$ cat src/rtl/pps_pkg.sv
package pps_pkg;

   localparam int NUM_PLANES = 4;

   typedef enum logic [1:0] {
      FMT_PLANAR     = 2'b00,
      FMT_INTERLEAVE = 2'b01,
      FMT_BYTE       = 2'b10,
      FMT_BYTE_ALT   = 2'b11
   } pix_fmt_e;

   function automatic logic fmt_is_byte(input pix_fmt_e f);
      return f[1];
   endfunction

endpackage

$ cat src/rtl/pps_slot_ctrl.sv
module pps_slot_ctrl #(
   parameter  int SLOTS = 8,
   localparam int SW    = (SLOTS > 1) ? $clog2(SLOTS) : 1
) (
   input  logic          clk,
   input  logic          rst_n,
   input  logic          load_i,
   output logic [SW-1:0] cur_o,
   output logic [SW-1:0] nxt_o,
   output logic          run_o,
   output logic          upd_o
);

   localparam logic [SW-1:0] LAST = SW'(SLOTS - 1);

   if (SLOTS < 2) begin : g_bad_slots
      $error("pps_slot_ctrl: SLOTS must be at least 2");
   end

   logic [SW-1:0] cur_q;
   logic          run_q;
   logic          at_last;

   assign at_last = (cur_q == LAST);

   always_ff @(posedge clk) begin
      if (!rst_n) begin
         cur_q <= '0;
         run_q <= 1'b0;
      end else if (load_i) begin
         cur_q <= '0;
         run_q <= 1'b1;
      end else if (run_q) begin
         if (at_last) begin
            run_q <= 1'b0;
         end else begin
            cur_q <= cur_q + 1'b1;
         end
      end
   end

   assign cur_o = cur_q;
   assign run_o = run_q;
   assign upd_o = load_i | (run_q & ~at_last);
   assign nxt_o = load_i ? '0 : cur_q + 1'b1;

   AST_LOAD_RESTARTS: assert property (@(posedge clk) disable iff (!rst_n)
      load_i |=> (run_o && cur_o == '0)) else $error("restart failed");

   AST_RUN_ENDS: assert property (@(posedge clk) disable iff (!rst_n)
      (run_o && cur_o == LAST && !load_i) |=> !run_o) else $error("run overran");

   AST_SLOT_STEP: assert property (@(posedge clk) disable iff (!rst_n)
      (run_o && cur_o != LAST && !load_i) |=> (cur_o == $past(cur_o) + 1'b1)) else $error("slot skipped");

endmodule

$ cat src/rtl/pps_gather.sv
module pps_gather
   import pps_pkg::*;
#(
   parameter  int PLANE_W = 8,
   parameter  int PIX_W   = 8,
   localparam int PLANES  = NUM_PLANES,
   localparam int DW      = PLANES * PLANE_W,
   localparam int SW      = $clog2(PLANE_W),
   localparam int HALF    = PLANE_W / 2,
   localparam int HOLD    = PLANE_W / PLANES
) (
   input  logic [DW-1:0]    word_i,
   input  pix_fmt_e         fmt_i,
   input  logic [SW-1:0]    idx_i,
   output logic [PIX_W-1:0] pix_o
);

   logic [PLANE_W-1:0] plane   [PLANES];
   logic [PIX_W-1:0]   plan_t  [PLANE_W];
   logic [PIX_W-1:0]   ilv_t   [PLANE_W];
   logic [PIX_W-1:0]   byte_t  [PLANE_W];

   for (genvar k = 0; k < PLANES; k++) begin : g_plane
      assign plane[k] = word_i[k*PLANE_W +: PLANE_W];
   end

   for (genvar s = 0; s < PLANE_W; s++) begin : g_slot
      logic [PLANES-1:0] nib;
      for (genvar k = 0; k < PLANES; k++) begin : g_bit
         assign nib[k] = plane[k][PLANE_W-1-s];
      end
      assign plan_t[s] = PIX_W'(nib);

      if (s < HALF) begin : g_lo
         localparam int TOP = PLANE_W - 1 - 2*s;
         assign ilv_t[s] = PIX_W'({plane[2][TOP -: 2], plane[0][TOP -: 2]});
      end else begin : g_hi
         localparam int TOP = PLANE_W - 1 - 2*(s - HALF);
         assign ilv_t[s] = PIX_W'({plane[3][TOP -: 2], plane[1][TOP -: 2]});
      end

      assign byte_t[s] = PIX_W'(plane[s / HOLD]);
   end

   always_comb begin
      unique case (fmt_i)
         FMT_PLANAR:     pix_o = plan_t[idx_i];
         FMT_INTERLEAVE: pix_o = ilv_t[idx_i];
         default:        pix_o = byte_t[idx_i];
      endcase
   end

endmodule

$ cat src/rtl/planar_pixel_serializer.sv
module planar_pixel_serializer
   import pps_pkg::*;
#(
   parameter  int PLANE_W = 8,
   parameter  int PIX_W   = 8,
   localparam int PLANES  = NUM_PLANES,
   localparam int DW      = PLANES * PLANE_W,
   localparam int SLOTS   = PLANE_W,
   localparam int SW      = $clog2(SLOTS),
   localparam int HOLD    = PLANE_W / PLANES
) (
   input  logic             clk,
   input  logic             rst_n,
   input  logic             fetch_i,
   input  logic [DW-1:0]    word_i,
   input  logic [1:0]       fmt_i,
   output logic [PIX_W-1:0] pix_o,
   output logic             pix_valid_o
);

   if (PLANE_W % PLANES != 0 || PLANE_W < PLANES) begin : g_bad_plane
      $error("planar_pixel_serializer: PLANE_W must be a multiple of the plane count");
   end
   if (PIX_W < PLANE_W || PIX_W <= PLANES) begin : g_bad_pix
      $error("planar_pixel_serializer: PIX_W must hold a full plane byte");
   end

   logic [DW-1:0]    word_q;
   pix_fmt_e         fmt_q;
   logic [PIX_W-1:0] pix_q;
   logic [SW-1:0]    cur_slot;
   logic [SW-1:0]    nxt_slot;
   logic             run;
   logic             upd;
   logic [DW-1:0]    src_word;
   pix_fmt_e         src_fmt;
   logic [PIX_W-1:0] gathered;

   pps_slot_ctrl #(.SLOTS(SLOTS)) u_ctrl (
      .clk    (clk),
      .rst_n  (rst_n),
      .load_i (fetch_i),
      .cur_o  (cur_slot),
      .nxt_o  (nxt_slot),
      .run_o  (run),
      .upd_o  (upd)
   );

   assign src_word = fetch_i ? word_i : word_q;
   assign src_fmt  = fetch_i ? pix_fmt_e'(fmt_i) : fmt_q;

   pps_gather #(.PLANE_W(PLANE_W), .PIX_W(PIX_W)) u_gather (
      .word_i (src_word),
      .fmt_i  (src_fmt),
      .idx_i  (nxt_slot),
      .pix_o  (gathered)
   );

   always_ff @(posedge clk) begin
      if (!rst_n) begin
         word_q <= '0;
         fmt_q  <= FMT_PLANAR;
         pix_q  <= '0;
      end else begin
         if (fetch_i) begin
            word_q <= word_i;
            fmt_q  <= pix_fmt_e'(fmt_i);
         end
         if (upd) begin
            pix_q <= gathered;
         end
      end
   end

   assign pix_o       = pix_q;
   assign pix_valid_o = run;

   AST_VALID_AFTER_FETCH: assert property (@(posedge clk) disable iff (!rst_n)
      fetch_i |=> pix_valid_o) else $error("no valid after fetch");

   AST_IDLE_HOLD: assert property (@(posedge clk) disable iff (!rst_n)
      (!fetch_i && !pix_valid_o) |=> ($stable(pix_o) && !pix_valid_o)) else $error("idle output moved");

   AST_ZERO_EXT: assert property (@(posedge clk) disable iff (!rst_n)
      (pix_valid_o && !fmt_is_byte(fmt_q)) |-> ((pix_o >> PLANES) == '0)) else $error("upper bits set");

   AST_BYTE_REPEAT: assert property (@(posedge clk) disable iff (!rst_n)
      (pix_valid_o && fmt_is_byte(fmt_q) && (int'(cur_slot) % HOLD) != 0) |-> $stable(pix_o)) else $error("byte pixel not repeated");

endmodule

$ cat config.mk
export PLATFORM = sky130hd
export DESIGN_NAME = planar_pixel_serializer
export DESIGN_NICKNAME = d
export VERILOG_FILES = /design/src/rtl/pps_pkg.sv /design/src/rtl/pps_slot_ctrl.sv /design/src/rtl/pps_gather.sv /design/src/rtl/planar_pixel_serializer.sv
export SDC_FILE = /design/constraint.sdc
export NUM_CORES = 1
export LEC_CHECK = 0
export BUFFER_PORTS_ARGS = -buffer_cell sky130_fd_sc_hd__buf_2
export CAP_MARGIN = 40
export CORE_AREA = 4 4 68 117
export CTS_BUF_LIST = sky130_fd_sc_hd__clkbuf_4 sky130_fd_sc_hd__clkbuf_8 sky130_fd_sc_hd__clkbuf_16
export DETAILED_ROUTE_END_ITERATION = 7
export DIE_AREA = 0 0 72 121
export SETUP_SLACK_MARGIN = 0.02
export SLEW_MARGIN = 20
export SYNTH_ARGS = -nofsm -noshare
export SYNTH_HDL_FRONTEND = slang
export SYNTH_SLANG_ARGS = --single-unit
$ cat constraint.sdc
create_clock -name clk -period 2.4 [get_ports clk]
set_input_delay 0.6 -clock clk [delete_from_list [all_inputs] [get_ports clk]]
set_output_delay 0.6 -clock clk [all_outputs]
set_load 0.01 [all_outputs]
# Word level (Yosys, flattened, before mapping)
# Cells that the tools add are included.
totals:
  regBits: 46
  in_bits: 37
  wordCells: 33
op_classes:
  add_sub_neg: 1
  order_cmp: 1
  n_eq_ne: 2
  n_mux: 16
  bitwise: 5
  n_reduce_logical: 3
op_table:
  columns: ["op", "n"]
  rows:
  - ["8-bit binary-select mux with 3-bit select", 3]
  - ["8-bit 2-to-1 mux", 6]
  - ["32-bit 2-to-1 mux", 1]
  - ["8-bit case mux with 2 select lines", 1]
  - ["4-bit greater-or-equal comparator, second input constant", 1]
  - ["3-bit NOT with 4-bit output", 1]
  - ["3-bit by 1-bit adder with 3-bit output, second input constant", 1]
  - ["3-bit == test, second input constant", 1]
  - ["1-bit 2-to-1 mux", 3]
  - ["3-bit 2-to-1 mux", 1]
  - ["2-bit by 1-bit == test with 1-bit output, second input constant", 1]
  - ["2-bit zero test", 1]
  - ["2-bit 2-to-1 mux", 1]
  - ["1-bit NOT", 2]
  - ["2-bit AND reduction", 1]
  - ["2-bit OR reduction", 1]
  - ["1-bit bitwise AND", 1]
  - ["1-bit OR", 1]

# Logic depth before layout (Yosys ltp)
# Gate-level depths: netlist of the first run.
logic_depth:
  ltp_word: 7
  mapped_depth: 9

# By module
# A second synthesis of the first run with hierarchy kept.
unflattened:
  cells_unflattened: 255
  hier_area_um2: 2785.2
by_module_without_submodules:
  columns: ["module", "n_inst", "cells_each", "area_per_inst_um2"]
  rows:
  - ["planar_pixel_serializer", 1, 135, 1778.0]
  - ["pps_gather", 1, 101, 808.3]
  - ["pps_slot_ctrl", 1, 19, 198.9]

# Worst setup path before layout of the first run
# OpenSTA, ideal clock, no wires.
synth_timing:
  path_kind: "register -> register"
  startpoint: "register u_ctrl.cur_q[0], in the netlist u_ctrl.cur_o[0]"
  endpoint: "register pix_q[2], in the netlist pix_o[2]"
  arrival_ns: 1.716
  path_slack_ns: 0.566
  path_stages_with_launch: 9
  path_buffers: 2
  period_less_slack_ns: 1.834
  cell_sequence: "dfxtp_1 ha_1 buf_6 buf_6 a211o_1 a21oi_1 nor4_1 a211o_1 o221a_1"
synth_via:
  elab_chain_cells: 7
synth_rtl:
  columns: ["item", "line", "rtl"]
  rows:
  - ["start: declaration", "pps_slot_ctrl.sv:20", "logic [SW-1:0] cur_q;"]
  - ["start signal: assignment", "pps_slot_ctrl.sv:37", "cur_q <= cur_q + 1'b1;"]
  - ["3-bit by 1-bit adder with 3-bit output", "pps_slot_ctrl.sv:45", "assign nxt_o = load_i ? '0 : cur_q + 1'b1;"]
  - ["3-bit 2-to-1 mux", "pps_slot_ctrl.sv:45", null]
  - ["3-bit NOT with 4-bit output (implied by the code)", "pps_gather.sv:47, pps_gather.sv:48, pps_gather.sv:49", null]
  - ["8-bit binary-select mux with 3-bit select, on equally long branches", "pps_gather.sv:49, pps_gather.sv:47, pps_gather.sv:48", null]
  - ["8-bit 2-to-1 mux, on equally long branches (2 in a row)", "pps_gather.sv:49, pps_gather.sv:47, pps_gather.sv:48", null]
  - ["8-bit case mux with 2 select lines", "pps_gather.sv:46", "unique case (fmt_i)"]
  - ["end signal: assignment", "planar_pixel_serializer.sv:70", "pix_q <= gathered;"]
  - ["end: declaration", "planar_pixel_serializer.sv:30", "logic [PIX_W-1:0] pix_q;"]
# Parallel ways exist; a longest one is shown, timed or not. The select of a mux whose other input is x is not followed.
# A chain may end at the register's enable or synchronous reset.

# Final worst setup path of the first run
layout_timing:
  startpoint: "register u_ctrl.cur_q[0], in the netlist u_ctrl.cur_o[0]"
  endpoint: "register pix_q[1], in the netlist pix_o[1]"
# Same word-level chain as after synthesis.

==> flow_summary.json, run 1 <==
{
  "h-tree-depth": 2,
  "setup_ws_ns": 0.311,
  "status": "complete, no violations",
  "r2r_start": "u_ctrl.cur_o[0]",
  "cap_violations": 0,
  "crit_start": "u_ctrl.cur_o[0]",
  "grt_overflow": 0,
  "pre_cts_ws_ns": 0.261,
  "wl_met2_mm": 4.09,
  "die-area_sq_um": 8710,
  "fmax_ghz": 0.479,
  "viasPerCell": 5.67,
  "vias": 2355,
  "post_drt_wl_per_cell_um": 18.4,
  "cp.depth": 7,
  "cts-root-buf": "clkbuf_16",
  "cp-endpoint": "pix_o[1]",
  "synthArstFlopShare_pct": 0,
  "worstSetupEndpointType": "flop",
  "ys_seq_area_share_pct": 33.5,
  "synth-xor-area-share_pct": 0.319,
  "drc": 0,
  "tns_ns": 0,
  "crit_buf_inv": 0,
  "syn_nets": 324,
  "synth_compound_area_share_pct": 18.8,
  "post-route-period-util_pct": 87.0,
  "synth_edf_count": 0,
  "final.setup_skew_ns": 0.00384,
  "clock_latency_ns": 0.29,
  "cts.sinks": 46,
  "synthAdderAreaFrac_pct": 0.910,
  "die_y_um": 121,
  "rsz0062_at_grt": "no",
  "cts-hold-fix-buffers": 0,
  "drive_gt1_share_pct": 24.0,
  "ys_warn_count": 0,
  "worstMarginPinSlew_ns": 0.482,
  "cts_tree": "done",
  "wirelength_mm": 7.65,
  "ys.flop_type": "dfxtp_1",
  "instances_no_fill": 415,
  "start_util_pct": 38.8,
  "synthMuxAreaShare_pct": 23.0,
  "post-route-min-period_ns": 2.09,
  "grt_max_degree": 31,
  "top_layer": "met4",
  "start_kind": "flop",
  "dp.cells": 408,
  "slew_violations": 0,
  "synth_area_leaders": "dfxtp_1, mux2i_1, nor2b_1, mux4_2, nand2b_1",
  "cts_resized": 0,
  "crit_type": "reg2reg",
  "first_iter_violations": 187,
  "setup_viol": 0,
  "slew_headroom_pct": 67.8,
  "cts_setup_buffers": 0,
  "cts_inserted_buffers": 5,
  "routabilityCongestion": 0.945,
  "fin_util_pct": 45.0,
  "netlist_instances": 285,
  "rows": 41,
  "antenna_found_initial": 0,
  "crit_top_cell": "ha_1",
  "hpwl_mm": 6.01,
  "pwr_density_cell_nw_per_um2": 582,
  "crit_chain": "ha_1 > ha_1 > nand2b_1 > a2111oi_0 > a311oi_1 > o21ai_0 > a31oi_1",
  "avgSynthCellArea_sq_um": 9.65,
  "min-delay-path-class": "reg2reg",
  "core-area_sq_um": 7080,
  "r2r_setup_slack_ns": 0.31,
  "wl_met3_um": 377,
  "fin_nets": 368,
  "fin_area_sq_um": 3190,
  "synth-simple-area-share_pct": 17.8,
  "worstPathArrival_ns": 2.26,
  "synth.distinct_cells": 41,
  "reg2reg_depth": 7,
  "ctsLongestPathBuffers": 2,
  "grt_pass1_wl_mm": 12.5,
  "yosysTopAreaCell": "dfxtp_1",
  "first_pass_iters": 5,
  "grt_pass1_vias": 2448,
  "area_delta_synth_final_pct": 15.9,
  "ant_nets": 0,
  "chipWidth_um": 72,
  "path_clk_slew_ns": 0.06,
  "vdd.ir_drop.worst_v": 0.000360,
  "port_buffers": 45,
  "hold_violations": 0,
  "grt_usage_pct": 18.8,
  "synth_top_area_share_pct": 33.5,
  "r2r_end": "pix_o[1]",
  "slowest_delay_ns": 0.50,
  "synth-seq-cells": 46,
  "cp_slowest_cell": "a2111oi_0",
  "io_pins": 46,
  "place_area_sq_um": 3050,
  "synth_top_family_by_area": "multiplexers",
  "critPathTopFamily": "compound AO/OA/AOI/OAI gates",
  "cp_max_fo": 13,
  "p_leak_nw": 1.24,
  "routedLengthMet1_mm": 2.88,
  "worst_ep_required_time_ns": 2.58,
  "synthesis.area_sq_um": 2750,
  "diodes": 0
}
-- flip-flops by register name, indices dropped and copies added (netlist names) --
signal and count:
fmt_q 2, u_ctrl.run_o 1, word_q 32, u_ctrl.cur_o 3, pix_o 8
-- power breakdown --
group          internal (mW)  leakage (nW)  total [mW]  switching (mW)
clock network          0.376        0.0694       0.666           0.290
logic                  0.161         0.796       0.335           0.174
registers              0.809         0.379       0.854          0.0454
-- cell type report --
| type | instances | area (sq um) |
|---|---|---|
| clock inverter | 2 | 10.0 |
| sequential | 46 | 921 |
| multi-input combinational | 215 | 1670 |
| clock buffer | 5 | 125 |
| fill | 722 | 3890 |
| inverter | 2 | 7.51 |
| tap | 86 | 108 |
| timing repair buffer | 59 | 343 |
-- Yosys cell counts, drive strengths merged (6+ instances only) --
library cell,count
mux2i,53
dfxtp,46
nor2b,39
buf,17
a21oi,12
nand2b,10
nand2,9
nor2,9
a2111oi,8
o21ai,8
a211oi,7
a31oi,7
a21boi,6
-- per-stage QoR --
stage / hold slack, ns / power (mW)
floorplan: 0.465 / 1.09
global placement: 0.481 / 1.20
detailed placement: 0.494 / 1.20
CTS: 0.505 / 1.87
global route: 0.541 / 1.94
finish: 0.501 / 1.85
-- routing by layer --
| layer | up-vias | GRT usage, % |
|---|---|---|
| met5 | - | 0 |
| met4 | 0 | 9.65 |
| met3 | 24 | 3.73 |
| met2 | 83 | 33.2 |
| met1 | 1107 | 20.7 |
| li1 | 1141 | - |
-- cell usage in the layout, fill, tap and decap left out, drive strengths merged --
cell type	Yosys	routed
o22a	1	1
a311oi	1	1
a31oi	7	7
o221a	1	1
mux2	1	1
inv	2	2
a21boi	6	6
o22ai	4	4
a211o	3	3
nor4bb	1	1
nor4	3	3
o221ai	5	5
and2	5	5
dfxtp	46	46
mux2i	53	53
nor2b	39	39
nor3	4	4
a211oi	7	7
nor2	9	9
xnor2	1	1
buf	17	59
nand3	1	1
clkbuf	5	5
clkinv	0	2
or2	3	3
nand2	9	9
ha	2	2
o21ai	8	8
a22oi	4	4
mux4	4	4
nand2b	10	10
o31ai	1	1
a21oi	12	12
nand3b	1	1
o32a	1	1
a2111oi	8	8
-- worst min-delay path by stage --
stage	end	slack, ns	cells after the start	from
after floorplan	u_ctrl.cur_o[1]	0.46	2	u_ctrl.cur_o[1]
after global placement	u_ctrl.cur_o[1]	0.48	2	u_ctrl.cur_o[1]
after detailed placement	u_ctrl.cur_o[2]	0.49	2	u_ctrl.cur_o[2]
after CTS	word_q[7]	0.50	2	word_q[7]
after global routing	word_q[7]	0.54	2	word_q[7]
final	word_q[7]	0.50	2	word_q[7]
-- cell families after synthesis --
logic type	after synthesis
buf+inv	24
compound gates	69
xor+xnor	1
simple gates	85
flops	46
fa+ha+maj	2
mux	58
-- worst reg2reg max path: cells and delay by family (launching register included) --
kind	cells	cell delay [ns]
flops	1	0.31
fa+ha+maj	2	0.58
compound gates	4	0.77
simple gates	1	0.31
No activity file was read; power rests on OpenSTA's default activity.
==> inputs of run 2 (changes only) <==
--- a/config.mk
+++ b/config.mk
@@ -7,12 +7,13 @@
 export LEC_CHECK = 0
 export BUFFER_PORTS_ARGS = -buffer_cell sky130_fd_sc_hd__buf_2
 export CAP_MARGIN = 40
-export CORE_AREA = 4 4 68 117
+export CORE_AREA = 4 4 69 118
 export CTS_BUF_LIST = sky130_fd_sc_hd__clkbuf_4 sky130_fd_sc_hd__clkbuf_8 sky130_fd_sc_hd__clkbuf_16
 export DETAILED_ROUTE_END_ITERATION = 7
-export DIE_AREA = 0 0 72 121
+export DIE_AREA = 0 0 73 122
 export SETUP_SLACK_MARGIN = 0.02
 export SLEW_MARGIN = 20
 export SYNTH_ARGS = -nofsm -noshare
 export SYNTH_HDL_FRONTEND = slang
+export SYNTH_HIERARCHICAL = 1
 export SYNTH_SLANG_ARGS = --single-unit
==> run 2 against run 1 <==
Synthesized area is 1.3% higher. Register-to-register slack worse by 0.15 ns. Worst hold slack better by 0.0049 ns. Combinational power is 28% higher.
==> flow_summary.json, run 2 <==
{
  "area_delta_synth_final_pct": 21.2,
  "yosysTopAreaCell": "dfxtp_1",
  "cts-root-buf": "clkbuf_16",
  "die_y_um": 122,
  "wirelength_mm": 6.39,
  "hpwl_mm": 4.98,
  "post-route-min-period_ns": 2.24,
  "ys_seq_area_share_pct": 33.1,
  "cp_max_fo": 16,
  "clock_latency_ns": 0.29,
  "viasPerCell": 5.07,
  "cts_resized": 0,
  "slew_headroom_pct": 59.1,
  "rsz0062_at_grt": "no",
  "setup_viol": 0,
  "post-route-period-util_pct": 93.2,
  "ctsLongestPathBuffers": 2,
  "chipWidth_um": 73,
  "first_iter_violations": 88,
  "dp.cells": 391,
  "ant_nets": 0,
  "min-delay-path-class": "reg2reg",
  "start_util_pct": 38.5,
  "ys.flop_type": "dfxtp_1",
  "grt_pass1_vias": 2077,
  "port_buffers": 45,
  "syn_nets": 294,
  "synthesis.area_sq_um": 2790,
  "synth_area_leaders": "dfxtp_1, mux2_4, mux2i_1, and2_1, mux4_2",
  "power_mw": 2.01,
  "synth_commonest_cells": "dfxtp_1, and2_1, mux2_4",
  "registers.top_by_ff_count": "word_q",
  "worst_ep_required_time_ns": 2.59,
  "routabilityCongestion": 0.838,
  "synth_top_area_share_pct": 33.1,
  "io_pins": 46,
  "place_area_sq_um": 3210,
  "antenna_found_initial": 0,
  "h-tree-depth": 2,
  "cts-hold-fix-buffers": 0,
  "synth_edf_count": 0,
  "final_common_cell": "dfxtp_1",
  "fin_area_sq_um": 3370,
  "worstPathArrival_ns": 2.42,
  "worstMarginPinSlew_ns": 0.614,
  "first_pass_iters": 4,
  "post_drt_wl_per_cell_um": 16.0,
  "worstSetupEndpointType": "flop",
  "fmax_ghz": 0.447,
  "drive_gt1_share_pct": 40.9,
  "instances_no_fill": 399,
  "path_clk_slew_ns": 0.06,
  "start_kind": "flop",
  "final.setup_skew_ns": 0.00229,
  "p_leak_nw": 1.52,
  "fin_util_pct": 46.7,
  "synth.distinct_cells": 31,
  "grt_overflow": 0,
  "cts_setup_buffers": 0,
  "layout_common_cells": "dfxtp_1, buf_2, and2_1",
  "crit_type": "reg2reg",
  "cts.sinks": 46,
  "synthArstFlopShare_pct": 0,
  "die-area_sq_um": 8910,
  "rows": 41,
  "ys_warn_count": 6,
  "hold_violations": 0,
  "synth-seq-cells": 46,
  "cap_violations": 0,
  "grt_pass1_wl_mm": 10.5,
  "cts_tree": "done",
  "fin_nets": 351,
  "core-area_sq_um": 7230,
  "largest_reg_flops": 32,
  "slew_violations": 0,
  "vias": 2021,
  "vdd.ir_drop.worst_v": 0.000356,
  "cts_inserted_buffers": 5,
  "status": "complete, no violations",
  "grt_usage_pct": 15.6,
  "grt_max_degree": 45,
  "avgSynthCellArea_sq_um": 10.9,
  "netlist_instances": 255,
  "diodes": 0,
  "drc": 0,
  "pwr_density_cell_nw_per_um2": 596,
  "tns_ns": 0,
  "synth_most_common_cell": "dfxtp_1"
}
[run 2: cell count changes after synthesis, sizes merged, moves of 7 or more]
cell	previous run	this run
a21oi	12	1
mux2i	53	25
nand3	1	9
nand2	9	17
a31oi	7	0
a2111oi	8	0
a211oi	7	0
and2	5	40
nor2b	39	14
mux2	1	34
[run 2: kinds of logic after synthesis]
| family | share of synthesized area, % |
|---|---|
| AOI/OAI and AO/OA | 4.54 |
| muxes | 34.9 |
| adders and majority gates | 0.898 |
| DFF | 33.1 |
| buffers and inverters | 5.39 |
| xor gates and xnor gates | 0.315 |
| and+or+nand+nor | 20.9 |
[run 2: final cells by class]
class                   count  area (sq um)
clock buffers               8           166
flip-flops and latches     46           921
repair buffers             68           460
well taps                  86           108
fillers                   673          3860
multi-input cells         191          1720
[run 2: where the power goes]
part | internal, mW | switching, mW | total [mW]
clock network | 0.471 | 0.288 | 0.760
registers | 0.809 | 0.0141 | 0.823
logic | 0.238 | 0.192 | 0.429
total | 1.52 | 0.494 | 2.01
[run 2: final timing paths]
check	slack (ns)	depth (start not counted)	startpoint	to
max reg2reg	0.16	9	u_ctrl/cur_o[0]	pix_o[0]
min reg2reg	0.51	2	u_ctrl/cur_o[1]	u_ctrl/cur_o[1]
min	0.51	2	u_ctrl/cur_o[1]	u_ctrl/cur_o[1]
max	0.16	9	u_ctrl/cur_o[0]	pix_o[0]
[run 2: through the flow]
stage,setup WS (ns),hold WS (ns)
after floorplan,0.109,0.465
after global placement,0.0190,0.485
after detailed placement,-0.000203,0.499
after CTS,0.0869,0.514
after global routing,0.0332,0.533
final,0.162,0.506
[run 2: critical path, stage by stage (launching register included)]
cell and delay [ns]:
dfxtp_1 0.34, ha_1 0.21, ha_1 0.29, nor2b_2 0.19
buf_12 0.17, mux4_2 0.50, a32oi_1 0.15, o21ai_1 0.09
mux2i_1 0.14, nor2b_1 0.06
[run 2: layer usage]
| layer | track usage, % | routed length [um] | part of all wire (%) |
|---|---|---|---|
| met4 | 9.35 | 271 | 4.2 |
| met2 | 26.6 | 3380 | 53 |
| met3 | 3.39 | 283 | 4.4 |
| met1 | 17.4 | 2450 | 38 |
| met5 | 0 | 0 | 0 |
==> inputs of run 3 (changes only) <==
--- a/config.mk
+++ b/config.mk
@@ -7,10 +7,11 @@
 export LEC_CHECK = 0
 export BUFFER_PORTS_ARGS = -buffer_cell sky130_fd_sc_hd__buf_2
 export CAP_MARGIN = 40
-export CORE_AREA = 4 4 69 118
+export CORE_AREA = 10 10 75 124
 export CTS_BUF_LIST = sky130_fd_sc_hd__clkbuf_4 sky130_fd_sc_hd__clkbuf_8 sky130_fd_sc_hd__clkbuf_16
 export DETAILED_ROUTE_END_ITERATION = 7
-export DIE_AREA = 0 0 73 122
+export DIE_AREA = 0 0 85 134
+export MAX_ROUTING_LAYER = met4
 export SETUP_SLACK_MARGIN = 0.02
 export SLEW_MARGIN = 20
 export SYNTH_ARGS = -nofsm -noshare
==> run 3 against run 2 <==
Final cell count grew 1.0%. Global-route usage shrank 3.5 points. Setup slack gained 0.014 ns. Flip-flop and latch count is the same. Sequential share of layout area shrank 0.16 points. Utilization grew 0.28 points. Critical endpoint unchanged.
==> flow_summary.json, run 3 (synthesis gave the netlist of run 2 again) <==
{
  "viasPerCell": 5.08,
  "r2r_setup_slack_ns": 0.18,
  "worst_ep_required_time_ns": 2.58,
  "slowest_delay_ns": 0.51,
  "rsz0062_at_grt": "no",
  "worstSetupEndpointType": "flop",
  "hpwl_mm": 5.29,
  "crit_buf_inv": 1,
  "crit_type": "reg2reg",
  "fmax_ghz": 0.450,
  "rows": 41,
  "tns_ns": 0,
  "core-area_sq_um": 7230,
  "worstPathArrival_ns": 2.41,
  "setup_viol": 0,
  "cts_setup_buffers": 0,
  "start_kind": "flop",
  "final_common_cell": "dfxtp_1",
  "slew_violations": 0,
  "grt_pass1_vias": 2203,
  "place_area_sq_um": 3240,
  "path_clk_slew_ns": 0.06,
  "critPathTopFamily": "multiplexers",
  "h-tree-depth": 2,
  "layout_common_cells": "dfxtp_1, buf_2, and2_1",
  "cts-root-buf": "clkbuf_16",
  "hold_violations": 0,
  "first_iter_violations": 137,
  "io_pins": 46,
  "area_delta_synth_final_pct": 21.9,
  "clock_latency_ns": 0.29,
  "routabilityCongestion": 0.863,
  "die-area_sq_um": 11400,
  "chipWidth_um": 85,
  "pwr_density_cell_nw_per_um2": 577,
  "whs_ns": 0.507,
  "regArea_sq_um": 921,
  "vias": 2049,
  "fin_area_sq_um": 3390,
  "crit_top_cell": "ha_1",
  "grt_usage_pct": 12.2,
  "worstMarginPinSlew_ns": 0.375,
  "die_y_um": 134,
  "cts-hold-fix-buffers": 0,
  "cts_inserted_buffers": 5,
  "cts.sinks": 46,
  "cts_resized": 0,
  "cap_violations": 0,
  "largest_reg_flops": 32,
  "pre_cts_ws_ns": 0.00986,
  "setup_ws_ns": 0.176,
  "vdd.ir_drop.worst_v": 0.000295,
  "registers.top_by_ff_count": "word_q",
  "status": "complete, no violations",
  "cts_tree": "done",
  "ant_nets": 0,
  "antenna_found_initial": 0,
  "multi_input_area_sq_um": 1720,
  "diodes": 0,
  "min-delay-path-class": "reg2reg",
  "crit_chain": "ha_1 > ha_1 > nor2b_4 > buf_12 > mux4_2 > a32oi_1 > o21ai_1 > mux2i_1 > nor2b_1",
  "post_drt_wl_per_cell_um": 16.6,
  "wirelength_mm": 6.69,
  "first_pass_iters": 4,
  "final.setup_skew_ns": 0.00448,
  "post-route-period-util_pct": 92.7,
  "slew_headroom_pct": 75.0,
  "grt_overflow": 0,
  "fill_cells": 699,
  "p_leak_nw": 1.53,
  "drive_gt1_share_pct": 41.6,
  "cp_slowest_cell": "mux4_2",
  "start_util_pct": 38.5,
  "grt_max_degree": 25,
  "port_buffers": 45,
  "post-route-min-period_ns": 2.22,
  "cp_max_fo": 16,
  "grt_pass1_wl_mm": 10.9,
  "ctsLongestPathBuffers": 2,
  "fin_nets": 355,
  "drc": 0
}
-- run 3: cell count changes in the layout (fill, tap and decap cells not counted), sizes merged --
| cell | delta |
|---|---|
| buf | +4 |
| clkbuf | -1 |
| clkinv | +1 |
-- run 3: area by class of cell --
cell class                 instances  share of cell area (%)
multi-input combinational        191                    50.8
sequential                        46                    27.1
timing repair buffer              72                    14.4
clock buffer                       7                    4.31
tap                               86                    3.17
clock inverter                     1                   0.147
-- run 3: tightest hold or removal path, stage by stage (launching register included) --
cell	delay, ns
dfxtp_1	0.33
mux2i_1	0.07
nor2_1	0.07
-- run 3: path summary, 6_finish.rpt --
kind,from,to,cells past startpoint
worst max register to register,u_ctrl/cur_o[0],pix_o[0],9
worst max-delay path,u_ctrl/cur_o[0],pix_o[0],9
worst min-delay path,u_ctrl/cur_o[1],u_ctrl/cur_o[1],2
worst min register to register,u_ctrl/cur_o[1],u_ctrl/cur_o[1],2
-- run 3: power by group --
group	switching, mW	internal (mW)
sequential	0.0144	0.809
clock	0.277	0.424
combinational	0.193	0.243
total	0.484	1.48
-- run 3: through the flow --
step | power, mW | utilization, % | std cells
global placement | 1.28 | 44.7 | 395
finish | 1.96 | 46.9 | 403
floorplan | 1.14 | - | 255
detailed placement | 1.28 | 44.7 | 395
global route | 2.06 | 46.9 | 403
CTS | 1.99 | 46.8 | 403
-- run 3: per-layer routing --
layer	global-route usage (%)	part of all wire [%]	vias to the layer above
met5	-	0	-
met4	5.61	2.5	0
met3	3.03	3.9	12
met2	21.7	55	42
met1	11.9	39	976
li1	-	-	1019
